==> config.mk <==
export PLATFORM = sky130hd
export DESIGN_NAME = pclk_divgen
export DESIGN_NICKNAME = d
export VERILOG_FILES = /design/src/rtl/pclk_pkg.sv /design/src/rtl/pclk_regs.sv /design/src/rtl/pclk_core.sv /design/src/rtl/pclk_divgen.sv
export SDC_FILE = /design/constraint.sdc
export NUM_CORES = 1
export LEC_CHECK = 0
export BUFFER_PORTS_ARGS = -buffer_cell sky130_fd_sc_hd__buf_2
export CAP_MARGIN = 20
export CORE_UTILIZATION = 45
export CTS_CLUSTER_DIAMETER = 120
export DETAILED_ROUTE_END_ITERATION = 10
export PLACE_DENSITY = 0.6
export SLEW_MARGIN = 20
export SYNTH_ARGS = -nofsm -noshare
export SYNTH_HDL_FRONTEND = slang
export SYNTH_SLANG_ARGS = --single-unit
==> constraint.sdc <==
create_clock -name clk -period 5.6 [get_ports clk]
set_input_delay 0.56 -clock clk [delete_from_list [all_inputs] [get_ports clk]]
set_output_delay 0.56 -clock clk [all_outputs]
set_load 0.005 [all_outputs]
==> src/rtl/pclk_pkg.sv <==
package pclk_pkg;
  localparam int SRC_N   = 4;
  localparam int SEL_W   = $clog2(SRC_N);
  localparam int FIELD_W = 3;
  localparam int FIELD_MAX = 6;
  localparam int TOT_W   = 2 * FIELD_W;
  localparam int ADDR_W  = 3;

  typedef struct packed {
    logic [SEL_W-1:0]   sel;
    logic [FIELD_W-1:0] fa;
    logic [FIELD_W-1:0] fb;
    logic               off;
  } pclk_cfg_t;

  localparam int CFG_W = $bits(pclk_cfg_t);

  // Valid factor keeps its value; an out-of-range factor counts as zero.
  function automatic logic [TOT_W-1:0] factor_val(input logic [FIELD_W-1:0] f);
    if (int'(f) > FIELD_MAX) return '0;
    return {{(TOT_W-FIELD_W){1'b0}}, f};
  endfunction

  function automatic logic [TOT_W-1:0] total_div(input pclk_cfg_t c);
    return factor_val(c.fa) * factor_val(c.fb);
  endfunction
endpackage

==> src/rtl/pclk_regs.sv <==
module pclk_regs
  import pclk_pkg::*;
(
  input  logic              clk,
  input  logic              rst_n,
  input  logic              wr_en,
  input  logic [ADDR_W-1:0] addr,
  input  logic [FIELD_W-1:0] wdata,
  input  logic              err,
  output pclk_cfg_t         shadow,
  output logic [TOT_W-1:0]  rd_data
);
  localparam logic [ADDR_W-1:0] A_SEL = 3'd0;
  localparam logic [ADDR_W-1:0] A_FA  = 3'd1;
  localparam logic [ADDR_W-1:0] A_FB  = 3'd2;
  localparam logic [ADDR_W-1:0] A_OFF = 3'd3;
  localparam logic [ADDR_W-1:0] A_TOT = 3'd4;
  localparam logic [ADDR_W-1:0] A_ERR = 3'd5;

  always_ff @(posedge clk) begin
    if (!rst_n) begin
      shadow.sel <= '0;
      shadow.fa  <= FIELD_W'(1);
      shadow.fb  <= FIELD_W'(1);
      shadow.off <= 1'b1;
    end else if (wr_en) begin
      case (addr)
        A_SEL:   shadow.sel <= wdata[SEL_W-1:0];
        A_FA:    shadow.fa  <= wdata;
        A_FB:    shadow.fb  <= wdata;
        A_OFF:   shadow.off <= wdata[0];
        default: ;
      endcase
    end
  end

  always_comb begin
    rd_data = '0;
    case (addr)
      A_SEL:   rd_data[SEL_W-1:0]   = shadow.sel;
      A_FA:    rd_data[FIELD_W-1:0] = shadow.fa;
      A_FB:    rd_data[FIELD_W-1:0] = shadow.fb;
      A_OFF:   rd_data[0]           = shadow.off;
      A_TOT:   rd_data              = total_div(shadow);
      A_ERR:   rd_data[0]           = err;
      default: rd_data              = '0;
    endcase
  end
endmodule

==> src/rtl/pclk_core.sv <==
module pclk_core
  import pclk_pkg::*;
#(
  parameter int NSRC = SRC_N
) (
  input  logic            clk,
  input  logic            rst_n,
  input  logic [NSRC-1:0] src_tick,
  input  pclk_cfg_t       shadow,
  output pclk_cfg_t       act,
  output logic [TOT_W-1:0] act_total,
  output logic [TOT_W-1:0] cnt,
  output logic            out_tick
);
  pclk_cfg_t        eff;
  logic [TOT_W-1:0] eff_total;
  logic [NSRC-1:0]  hit;
  logic             tick;
  logic             run;

  // Reload only between periods so a running period keeps its length.
  assign eff       = (cnt == '0) ? shadow : act;
  assign eff_total = total_div(eff);
  assign act_total = total_div(act);
  assign run       = !eff.off && (eff_total != '0);

  for (genvar g = 0; g < NSRC; g++) begin : g_src
    assign hit[g] = src_tick[g] && (eff.sel == SEL_W'(g));
  end
  assign tick = |hit;

  always_ff @(posedge clk) begin
    if (!rst_n) begin
      act.sel  <= '0;
      act.fa   <= FIELD_W'(1);
      act.fb   <= FIELD_W'(1);
      act.off  <= 1'b1;
      cnt      <= '0;
      out_tick <= 1'b0;
    end else begin
      act <= eff;
      if (!run) begin
        cnt      <= '0;
        out_tick <= 1'b0;
      end else if (tick) begin
        if (cnt == eff_total - TOT_W'(1)) begin
          cnt      <= '0;
          out_tick <= 1'b1;
        end else begin
          cnt      <= cnt + TOT_W'(1);
          out_tick <= 1'b0;
        end
      end else begin
        out_tick <= 1'b0;
      end
    end
  end
endmodule

==> src/rtl/pclk_divgen.sv <==
module pclk_divgen
  import pclk_pkg::*;
#(
  parameter int NSRC = SRC_N
) (
  input  logic               clk,
  input  logic               rst_n,
  input  logic [NSRC-1:0]    src_tick,
  input  logic               wr_en,
  input  logic [ADDR_W-1:0]  addr,
  input  logic [FIELD_W-1:0] wdata,
  output logic [TOT_W-1:0]   rd_data,
  output logic               out_tick,
  output logic               err
);
  pclk_cfg_t        shadow;
  pclk_cfg_t        act;
  logic [TOT_W-1:0] act_total;
  logic [TOT_W-1:0] cnt;

  assign err = (act_total == '0);

  pclk_regs u_regs (
    .clk     (clk),
    .rst_n   (rst_n),
    .wr_en   (wr_en),
    .addr    (addr),
    .wdata   (wdata),
    .err     (err),
    .shadow  (shadow),
    .rd_data (rd_data)
  );

  pclk_core #(.NSRC(NSRC)) u_core (
    .clk       (clk),
    .rst_n     (rst_n),
    .src_tick  (src_tick),
    .shadow    (shadow),
    .act       (act),
    .act_total (act_total),
    .cnt       (cnt),
    .out_tick  (out_tick)
  );
endmodule

==> implementation parameters, run 1 <==
Parameter                              Value

Global routing
  Wire length of the first global-routing pass ... 8.07 mm
  Total track usage ... between 15 and 20%
  Antenna violations before repair ... 0
  Global-route track usage on met3 ... around 2.5%
  Largest net degree at the start of global routing ... 19
  Remaining Overflow, GRT ... 0
  Met1 Resource Use GR ... 28.2%
  Most heavily used metal layer in global routing ... met2
  Met2 track demand over resource in global routing ... a little under a third
  Vias in the first global route ... roughly 1700

CTS
  # Post-CTS Setup Buffers ... 0
  Htree depth ... 1
  Maximum count of clock buffers along a single path ... 2
  Clk sinks ... 25
  Insertion delay of the later-clocked pin in the worst-skew pair ... 0.27 ns
  CTS Root Buffer Type ... clkbuf_8
  Clock-pin slew on the worst setup and hold paths ... 0.09 ns
  Hold buffers post-CTS ... 0
  Clock tree from TritonCTS ... built
  Number of buffers inserted during clock tree synthesis ... 3
  CTS resizes ... 0

Layout
  Fraction of final layout cells with drive strength greater than 1 ... between 10 and 15%
  Final standard cell area without fillers ... around 0.0024 mm²
  Combined area of the multi-input logic cells ... between 0.0015 and 0.002 mm²
  Antenna diode instance count ... 0
  Fillcell total ... 483
  Post-layout nets ... ~330
  Area occupied by registers ... 500 µm²
  Signed area change from the synthesized netlist to the final layout ... 7.13%
  Final Instance Count excl. Fillers ... 357

STA
  Unrepaired setup endpoints after global routing ... no
  Period Utilization, post-route ... 85.0%
  Maximum achievable frequency ... 210 MHz
  Worst Clk Skew ... ~0.0022 ns
  Final sum of negative setup slack ... 0 ns
  Transition time at the pin with the least slew margin ... 0.707 ns
  Minimum period implied by the final worst setup slack ... 4.76 ns
  Number of hold violations in the final report ... 0
  Final setup violation count ... 0
  Relative slew margins ... 52.5%
  Max-slew violations ... 0

Route
  Post-DRT Antenna Nets ... 0
  Number of vias after detailed routing ... 1905
  TritonRoute pass-1 iters ... 4
  Number of DRC violations after detailed routing ... 0
  Number of DRC violations after detailed-routing iteration 0 ... 85
  Detail-routed via count per cell ... 5.34
  Wirelength, routed ... ~4.7 mm
  WL per Instance ... 13.2 µm

Logic synthesis
  Syn Inst Count ... 276
  Proportion of synthesized flip-flops having asynchronous set or reset ... 0%
  Most area-hungry cell type in the Yosys netlist ... dfxtp_1
  Post-synth net total ... 316
  Post-synthesis register bit count ... 25
  Synthesized area per cell ... 8.26 µm²
  Number of warnings printed during yosys synthesis ... 0
  Distinct cell type count after synthesis ... 52
  Flip-flop cell with the highest count after synthesis ... dfxtp_1
  Most used standard cells in the synthesized netlist ... 41 x nand2_1, 36 x nor2_1, 25 x dfxtp_1
  Portion of synthesized cell area occupied by the leading cell type ... between 20% and 30%
  Count of flip-flops with a built-in enable after synthesis ... 0
  Sequential element share of the synthesized area ... approximately 22%
  Post-Synthesis Cell Area ... between 0.002 and 0.0025 mm²
  Leading cell type by number of instances after synthesis ... nand2_1
  Top cells by area, synth ... dfxtp_1 22%, ha_1 12%, nand2_1 6.7%

Floorplan
  Placeable core region ... 0.00479 mm²
  Die width ... 73.2 µm
  # IOs ... 21
  Number of rows in the core area ... 25
  Die height ... 73.2 µm
  Initial cell density of the core ... 47.7%
  Area enclosed by the die boundary ... between 0.005 and 0.006 mm²

Setup path
  Worst reg2reg setup slack ... 0.84 ns
  Start-to-end type of the worst setup path ... reg -> reg
  Beginning of the critical path ... u_core.cnt[0]
  Kind of end point of the critical path ... flip-flop
  Critical Path RT ... 5.77 ns
  Sort of element at the start of the critical path ... flip-flop
  Worst reg2reg startpoint ... u_core.cnt[0]
  Capture point of the critical path ... u_core.cnt[2]
  Data arrival time of the worst path ... between 4 and 5 ns
  Largest fanout of any net on the critical path ... 14
  Worst flop-to-flop path endpoint ... u_core.cnt[2]
  Reg2reg path depth ... 19

Status
  Outcome ... completed

Power and ir drop
  Leakage power ... approximately 1.1 nW
  Total power ... 346 µW
  PD cells ... 142 mW/mm²
  Largest vdd supply drop ... roughly 0.12 mV

Placement
  Number of buffers added on ports ... 20
  Gpl congestion ... 0.774
  Estimated wirelength of the detail-placed design ... 3.70 mm
  Placed cell count ... ~350
  Instance area at placement ... 0.00240 mm²

Worst hold path
  Class of the worst hold path ... reg -> reg

Run
  Max capacitance violation total ... 0
-- how the worst min path moves through the flow --
stage,from,end,slack [ns],cells after the start
detailed placement,u_core.act[4],u_core.act[4],0.49,2
floorplan,u_regs.shadow[0],u_regs.shadow[0],0.46,2
global placement,u_core.act[4],u_core.act[4],0.49,2
finish,u_core.act[4],u_core.act[4],0.50,2
CTS,u_core.act[4],u_core.act[4],0.51,2
global route,u_core.act[4],u_core.act[4],0.54,2
-- registers in the layout (all words and copies together) (netlist names) --
register	flops
u_core.cnt	6
u_regs.shadow	9
u_core.out_tick	1
u_core.act	9
-- through the flow --
stage / utilization (%) / hold slack (ns) / setup WS [ns]
floorplan: - / 0.463 / 1.23
global placement: 50.1 / 0.488 / 0.921
detailed placement: 50.1 / 0.492 / 0.834
CTS: 51.1 / 0.506 / 0.817
global route: 51.1 / 0.537 / 0.526
finish: 51.1 / 0.504 / 0.838
-- critical path: stages, from the launching register on --
cell       delay [ns]
dfxtp_1          0.36
inv_1            0.09
ha_1             0.15
or4b_4           0.50
nor2_1           0.11
buf_4            0.19
nor2_1           0.06
a31oi_1          0.25
nor2_1           0.11
fa_1             0.42
ha_1             0.28
ha_1             0.14
inv_1            0.05
fa_1             0.41
xor3_2           0.36
a31oi_1          0.08
nor4_1           0.31
o2111ai_2        0.36
o2111ai_1        0.32
nand3_1          0.09
-- cell type report --
type	count	area share [%]
Sequential cell	25	20.5
Tap cell	67	3.43
Clock inverter	1	0.205
Timing Repair Buffer	21	4.40
Multi-Input combinational cell	219	66.6
Inverter	21	3.23
Clock buffer	3	1.69
-- report_power, final --
group / total [mW] / internal (mW) / switching, mW
sequential: 0.183 / 0.180 / 0.00303
combinational: 0.0513 / 0.0211 / 0.0301
clock: 0.112 / 0.0499 / 0.0620
-- layout by cell type (no fill, tap or decap), drive strengths merged, types with 2 or more instances in the layout --
| master | count |
|---|---|
| nor3b | 3 |
| nor2b | 9 |
| and3 | 5 |
| o2111ai | 9 |
| buf | 21 |
| inv | 21 |
| fa | 6 |
| o21ai | 4 |
| clkbuf | 3 |
| a31oi | 6 |
| ha | 21 |
| dfxtp | 25 |
| nand2 | 41 |
| a21oi | 6 |
| mux4 | 3 |
| nand3 | 17 |
| or2b | 2 |
| nor4b | 3 |
| mux2i | 12 |
| xor2 | 4 |
| nor4 | 2 |
| xnor2 | 5 |
| o211ai | 2 |
| a21bo | 2 |
| a21boi | 8 |
| nor2 | 37 |
-- layer usage --
metal / up-vias / part of all wire (%)
met5: - / 0
met4: 0 / 1.3
met3: 6 / 3.5
met2: 38 / 46
met1: 872 / 50
li1: 989 / -
-- cell families after synthesis --
kind of cell | count (synthesis) | share of synthesized area [%]
flip-flops | 25 | 21.9
AO/OA/AOI/OAI | 40 | 13.7
adder cells (fa/ha/maj) | 27 | 16.8
multiplexers | 15 | 8.56
XOR/XNOR | 10 | 4.55
AND/OR/NAND/NOR | 127 | 27.8
buffers and inverters | 32 | 6.75
(Power assumes the default switching activity.)
==> run 2, diff against run 1 <==
--- a/config.mk
+++ b/config.mk
@@ -11,6 +11,7 @@
 export CTS_CLUSTER_DIAMETER = 120
 export DETAILED_ROUTE_END_ITERATION = 10
 export PLACE_DENSITY = 0.6
+export REMOVE_ABC_BUFFERS = 1
 export SLEW_MARGIN = 20
 export SYNTH_ARGS = -nofsm -noshare
 export SYNTH_HDL_FRONTEND = slang
==> constraint.sdc (replaced) <==
create_clock -name clk -period 5.5 [get_ports clk]
set_input_delay 0.55 -clock clk [delete_from_list [all_inputs] [get_ports clk]]
set_output_delay 0.55 -clock clk [all_outputs]
set_load 0.005 [all_outputs]
==> run 2 against run 1 <==
Against the previous run:
- cell count unchanged
- clock-buffer cell count unchanged
- fmax is 0.26% lower
- via count is 0.37% lower
- worst setup slack got worse by 0.11 ns
- non-clock buffer count is the same
- sequential share of layout area about the same
- global-route usage fell by 1.0 points
- total power grew 2.7%
- worst hold slack lost 0.0026 ns
- clock skew grew 0.0079 ns
==> implementation parameters, run 2 (synthesis results as in run 1) <==
Parameter                              Value

CTS
  Insertion delay of the later-clocked pin in the worst-skew pair ... around 0.28 ns
  Maximum count of clock buffers along a single path ... 2
  Hold buffers post-CTS ... 0
  Clock tree from TritonCTS ... built
  Clock-pin slew on the worst setup and hold paths ... ~0.10 ns
  Clk sinks ... 25
  CTS Root Buffer Type ... clkbuf_8
  # Post-CTS Setup Buffers ... 0
  Htree depth ... 1
  Number of buffers inserted during clock tree synthesis ... 3
  CTS resizes ... 0

Power and ir drop
  Total power ... between 300 and 400 µW
  Largest vdd supply drop ... between 0.1 and 0.15 mV
  Leakage power ... 1.06 nW
  PD cells ... between 100 and 150 mW/mm²

Setup path
  Critical-path cell list ... inv_1 -> ha_1 -> or4b_4 -> nor2_1 -> buf_4 -> nor2_1 -> a31oi_1 -> nor2_1 -> fa_1 -> ha_1 -> ha_1 -> inv_1 -> fa_1 -> xor3_2 -> a31oi_1 -> nor4_1 -> o2111ai_2 -> o2111ai_1 -> nand3_1
  Worst flop-to-flop path endpoint ... u_core.cnt[5]
  Slowest CP cell ... or4b_4
  Beginning of the critical path ... u_core.cnt[0]
  Critical Path RT ... 5.67 ns
  Sort of element at the start of the critical path ... flip-flop
  Kind of end point of the critical path ... flip-flop
  Data arrival time of the worst path ... slightly below 5 ns
  Start-to-end type of the worst setup path ... reg -> reg
  Reg2reg path depth ... 19
  Maximum cell stage delay along the critical path ... 0.50 ns
  Worst reg2reg startpoint ... u_core.cnt[0]
  Largest fanout of any net on the critical path ... 14
  Combined buffer and inverter count along the critical path ... 3
  Top delay family on crit path ... adder cells
  Worst reg2reg setup slack ... 0.73 ns

STA
  Period Utilization, post-route ... 86.8%
  Final sum of negative setup slack ... 0 ns
  Final setup violation count ... 0
  Smallest hold slack ... approximately 0.5 ns
  Number of hold violations in the final report ... 0
  Max-slew violations ... 0
  Unrepaired setup endpoints after global routing ... no
  Relative slew margins ... between 50% and 60%
  Transition time at the pin with the least slew margin ... 0.641 ns
  Worst Clk Skew ... just over 0.01 ns
  Minimum period implied by the final worst setup slack ... 4.77 ns
  Maximum achievable frequency ... 209 MHz

Global routing
  Total track usage ... 18.6%
  Vias in the first global route ... 1729
  Antenna violations before repair ... 0
  Largest net degree at the start of global routing ... 19
  Wire length of the first global-routing pass ... 7.71 mm
  Remaining Overflow, GRT ... 0

Placement
  Estimated wirelength of the detail-placed design ... between 3 and 4 mm
  Number of buffers added on ports ... 20
  Instance area at placement ... 0.00240 mm²
  Gpl congestion ... 0.802

Floorplan
  Initial cell density of the core ... 47.7%
  Die width ... 73.2 µm
  Number of rows in the core area ... 25
  Area enclosed by the die boundary ... roughly 0.0054 mm²
  # IOs ... 21
  Die height ... 73.2 µm
  Placeable core region ... 0.00479 mm²

Layout
  Final standard cell area without fillers ... 0.00245 mm²
  Signed area change from the synthesized netlist to the final layout ... 7.30%
  Fraction of final layout cells with drive strength greater than 1 ... 14.1%
  Fillcell total ... 481
  Largest registers ... u_core.act: 9 flops, u_regs.shadow: 9 flops, u_core.cnt: 6 flops
  Highest-count cells in the layout ignoring fill and taps ... 41 x nand2_1, 36 x nor2_1, 25 x dfxtp_1
  Antenna diode instance count ... 0
  Most frequent standard cell in the layout excluding fill and tap cells ... nand2_1
  Post-layout nets ... 331

Route
  Detail-routed via count per cell ... 5.32
  TritonRoute pass-1 iters ... 4
  WL per Instance ... 12.6 µm
  Post-DRT Antenna Nets ... 0
  Number of vias after detailed routing ... 1898
  Number of DRC violations after detailed-routing iteration 0 ... 56
  Wirelength, routed ... 4.50 mm
  Number of DRC violations after detailed routing ... 0

Worst hold path
  Hold Crit Start ... u_core.act[1]
  Endpoint of the worst hold path ... u_core.act[1]
  Class of the worst hold path ... reg -> reg
  Cell count of the worst hold path ... 2

Run
  Max capacitance violation total ... 0

Status
  Outcome ... completed
-- run 2: cell types whose count changed in the layout (fill, tap and decap cells not counted) --
cell      previous run  this run
clkinv_2             1         0
inv_6                0         1
-- run 2: how the worst max path moves through the flow --
stage                    end  depth (start not counted)  slack, ns
2_1_floorplan  u_core.cnt[4]                         18       0.82
3_3_place_gp   u_core.cnt[0]                         19       0.80
3_5_place_dp   u_core.cnt[3]                         19       0.72
4_1_cts        u_core.cnt[3]                         19       0.71
5_1_grt        u_core.cnt[4]                         19       0.37
6_report       u_core.cnt[5]                         19       0.73
-- run 2: worst min-delay path, stage by stage (launching register included) --
cell and delay, ns:
dfxtp_1 0.34, nand2_1 0.06, nand3_1 0.06
-- run 2: where the power goes --
| part | switching [mW] | total, mW | internal, mW |
|---|---|---|---|
| clock | 0.0638 | 0.117 | 0.0531 |
| sequential | 0.00304 | 0.186 | 0.183 |
| combinational | 0.0309 | 0.0524 | 0.0215 |
-- run 2: final cells by class --
| cell class | count | area [µm²] | area share [%] |
|---|---|---|---|
| clock buffer | 3 | 41.3 | 1.69 |
| inverter | 21 | 78.8 | 3.22 |
| multi-input combinational | 219 | 1630 | 66.5 |
| clock inverter | 1 | 8.76 | 0.358 |
| sequential | 25 | 500 | 20.4 |
| timing repair buffer | 21 | 108 | 4.40 |
| tap | 67 | 83.8 | 3.43 |
-- run 2: per-layer routing --
layer	vias to the layer above	routed length, µm	GRT usage [%]
li1	997	-	-
met2	32	1990	29.3
met4	0	59	5.88
met3	6	174	3.45
met5	-	0	0
met1	863	2280	25.6
-- run 2: metrics by stage --
stage	worst slack [ns]	cells	util [%]
floorplan	0.821	265	-
global placement	0.800	353	50.1
detailed placement	0.722	353	50.1
CTS	0.712	357	51.1
global route	0.374	357	51.1
finish	0.726	357	51.1
==> run 3, diff against run 2 <==
--- a/config.mk
+++ b/config.mk
@@ -7,6 +7,7 @@
 export LEC_CHECK = 0
 export BUFFER_PORTS_ARGS = -buffer_cell sky130_fd_sc_hd__buf_2
 export CAP_MARGIN = 20
+export CORE_MARGIN = 5
 export CORE_UTILIZATION = 45
 export CTS_CLUSTER_DIAMETER = 120
 export DETAILED_ROUTE_END_ITERATION = 10
==> run 3 against run 2 <==
Against the previous run:
- global-route usage shrank 2.1 points
- cell count increased by 0.84%
- sequential share of layout area about the same
- total power decreased by 1.2%
- first-iteration DRC count increased by 88%
- via count increased by 1.0%
==> implementation parameters, run 3 (synthesis results as in run 1) <==
Parameter                              Value

Layout
  Most frequent standard cell in the layout excluding fill and tap cells ... nand2_1
  Post-layout nets ... between 300 and 400
  Area occupied by registers ... 500 µm²
  Largest registers ... u_core.act: 9 flops, u_regs.shadow: 9 flops, u_core.cnt: 6 flops
  Signed area change from the synthesized netlist to the final layout ... 7.24%
  Highest-count cells in the layout ignoring fill and taps ... 41 x nand2_1, 36 x nor2_1, 25 x dfxtp_1
  Fillcell total ... 530
  Antenna diode instance count ... 0
  Fraction of final layout cells with drive strength greater than 1 ... 13.8%
  Combined area of the multi-input logic cells ... 0.00163 mm²
  Utilization after layout ... 48.8%

Power and ir drop
  Sw Pwr ... 94.9 µW
  Total power ... between 300 and 400 µW
  Switching part of the total ... about 27%
  Relative contribution of the clock network to total power ... 31.9%
  Int Pwr ... 257 µW
  Sequential share of power ... about 53%
  PD cells ... 144 mW/mm²
  Leakage power ... 1.05 nW
  Logic gate share of total power ... 15.1%
  Largest vdd supply drop ... 0.121 mV

STA
  Unrepaired setup endpoints after global routing ... no
  Max-slew violations ... 0
  Smallest setup slack after layout ... 0.610 ns
  Worst Clk Skew ... 0.00247 ns
  Smallest hold slack ... 0.503 ns
  Period Utilization, post-route ... 88.9%
  Maximum achievable frequency ... 205 MHz
  Final setup violation count ... 0
  Number of hold violations in the final report ... 0
  Relative slew margins ... 53.0%
  Transition time at the pin with the least slew margin ... 0.698 ns
  Final sum of negative setup slack ... 0 ns
  Minimum period implied by the final worst setup slack ... 4.89 ns

CTS
  Clock-pin slew on the worst setup and hold paths ... approximately 0.09 ns
  CTS resizes ... 0
  # Post-CTS Setup Buffers ... 0
  Hold buffers post-CTS ... 0
  Htree depth ... 1
  Insertion delay of the later-clocked pin in the worst-skew pair ... 0.27 ns
  Maximum count of clock buffers along a single path ... 2
  Number of buffers inserted during clock tree synthesis ... 3
  Clk sinks ... 25
  CTS Root Buffer Type ... clkbuf_8
  Clock tree from TritonCTS ... built

Route
  Number of DRC violations after detailed-routing iteration 0 ... 105
  TritonRoute pass-1 iters ... 6
  Wirelength, routed ... 4.84 mm
  WL per Instance ... roughly 13 µm
  Post-DRT Antenna Nets ... 0
  Number of vias after detailed routing ... 1917
  Detail-routed via count per cell ... ~5.3
  Number of DRC violations after detailed routing ... 0

Setup path
  Data arrival time of the worst path ... ~5.1 ns
  Sort of element at the start of the critical path ... flip-flop
  Combined buffer and inverter count along the critical path ... 2
  Largest fanout of any net on the critical path ... 11
  Slowest CP cell ... or4b_4
  Top delay family on crit path ... simple AND/OR/NAND/NOR gates
  Maximum cell stage delay along the critical path ... 0.50 ns
  Kind of end point of the critical path ... flip-flop
  Critical-path cell list ... inv_1 -> ha_1 -> or4b_4 -> nor2_1 -> nor2_1 -> a31oi_1 -> nor2_1 -> fa_1 -> ha_1 -> ha_1 -> inv_1 -> fa_1 -> xor3_2 -> a31oi_1 -> nor4_1 -> o2111ai_2 -> o2111ai_1 -> nand3_1
  Start-to-end type of the worst setup path ... reg -> reg
  Critical Path RT ... around 5.7 ns

Global routing
  Total track usage ... 16.5%
  Wire length of the first global-routing pass ... 8.53 mm
  Remaining Overflow, GRT ... 0
  Vias in the first global route ... 1885
  Largest net degree at the start of global routing ... 19
  Antenna violations before repair ... 0

Worst hold path
  Class of the worst hold path ... reg -> reg

Floorplan
  Placeable core region ... 0.00501 mm²
  Area enclosed by the die boundary ... 0.00659 mm²
  Die width ... ~81 µm
  Number of rows in the core area ... 26
  # IOs ... 21
  Initial cell density of the core ... 45.5%
  Die height ... 81.2 µm

Status
  Outcome ... completed

Run
  Max capacitance violation total ... 0

Placement
  Gpl congestion ... 0.801
  Estimated wirelength of the detail-placed design ... 3.85 mm
  Number of buffers added on ports ... 20
  Pre-CTS setup slack ... 0.611 ns
-- run 3: changes by cell type in the layout (fill, tap and decap cells not counted), sizes merged --
cell	change
clkbuf	+1
inv	-1
-- run 3: metal layers --
metal,vias to the layer above,GRT usage [%],part of all wire (%)
met1,907,21.0,48
met5,-,0,0
li1,987,-,-
met3,4,2.44,2.0
met4,0,4.73,0.95
met2,19,28.7,48
-- run 3: worst paths after layout --
kind                  from            end  slack [ns]  cells after the start
min reg2reg  u_core.act[4]  u_core.act[4]        0.50                      2
min          u_core.act[4]  u_core.act[4]        0.50                      2
max          u_core.cnt[0]  u_core.cnt[3]        0.61                     18
max reg2reg  u_core.cnt[0]  u_core.cnt[3]        0.61                     18
-- run 3: cell type report --
| type | instances | share of cell area (%) |
|---|---|---|
| Clock buffer | 4 | 1.84 |
| Inverter | 21 | 3.22 |
| Multi-Input combinational cell | 219 | 66.5 |
| Sequential cell | 25 | 20.5 |
| Tap cell | 70 | 3.58 |
| Timing Repair Buffer | 21 | 4.40 |
-- run 3: power groups by stage --
stage | Combinational [mW] | Clock (mW) | Sequential, mW
final | 0.0530 | 0.112 | 0.186
after global routing | 0.0592 | 0.125 | 0.187
after CTS | 0.0532 | 0.116 | 0.186
after detailed placement | 0.0532 | 0 | 0.191
after global placement | 0.0528 | 0 | 0.190
after floorplan | 0.0356 | 0 | 0.189
-- run 3: worst min-delay path: cells and delay by family, from the launching register on --
family        cells  cell delay [ns]
flops             1             0.34
simple gates      2             0.12
-- run 3: metrics by stage --
step | std cells | instance area [µm²]
after floorplan | 265 | 2210
after global placement | 356 | 2400
after detailed placement | 356 | 2400
after CTS | 360 | 2450
after global routing | 360 | 2450
final | 360 | 2450
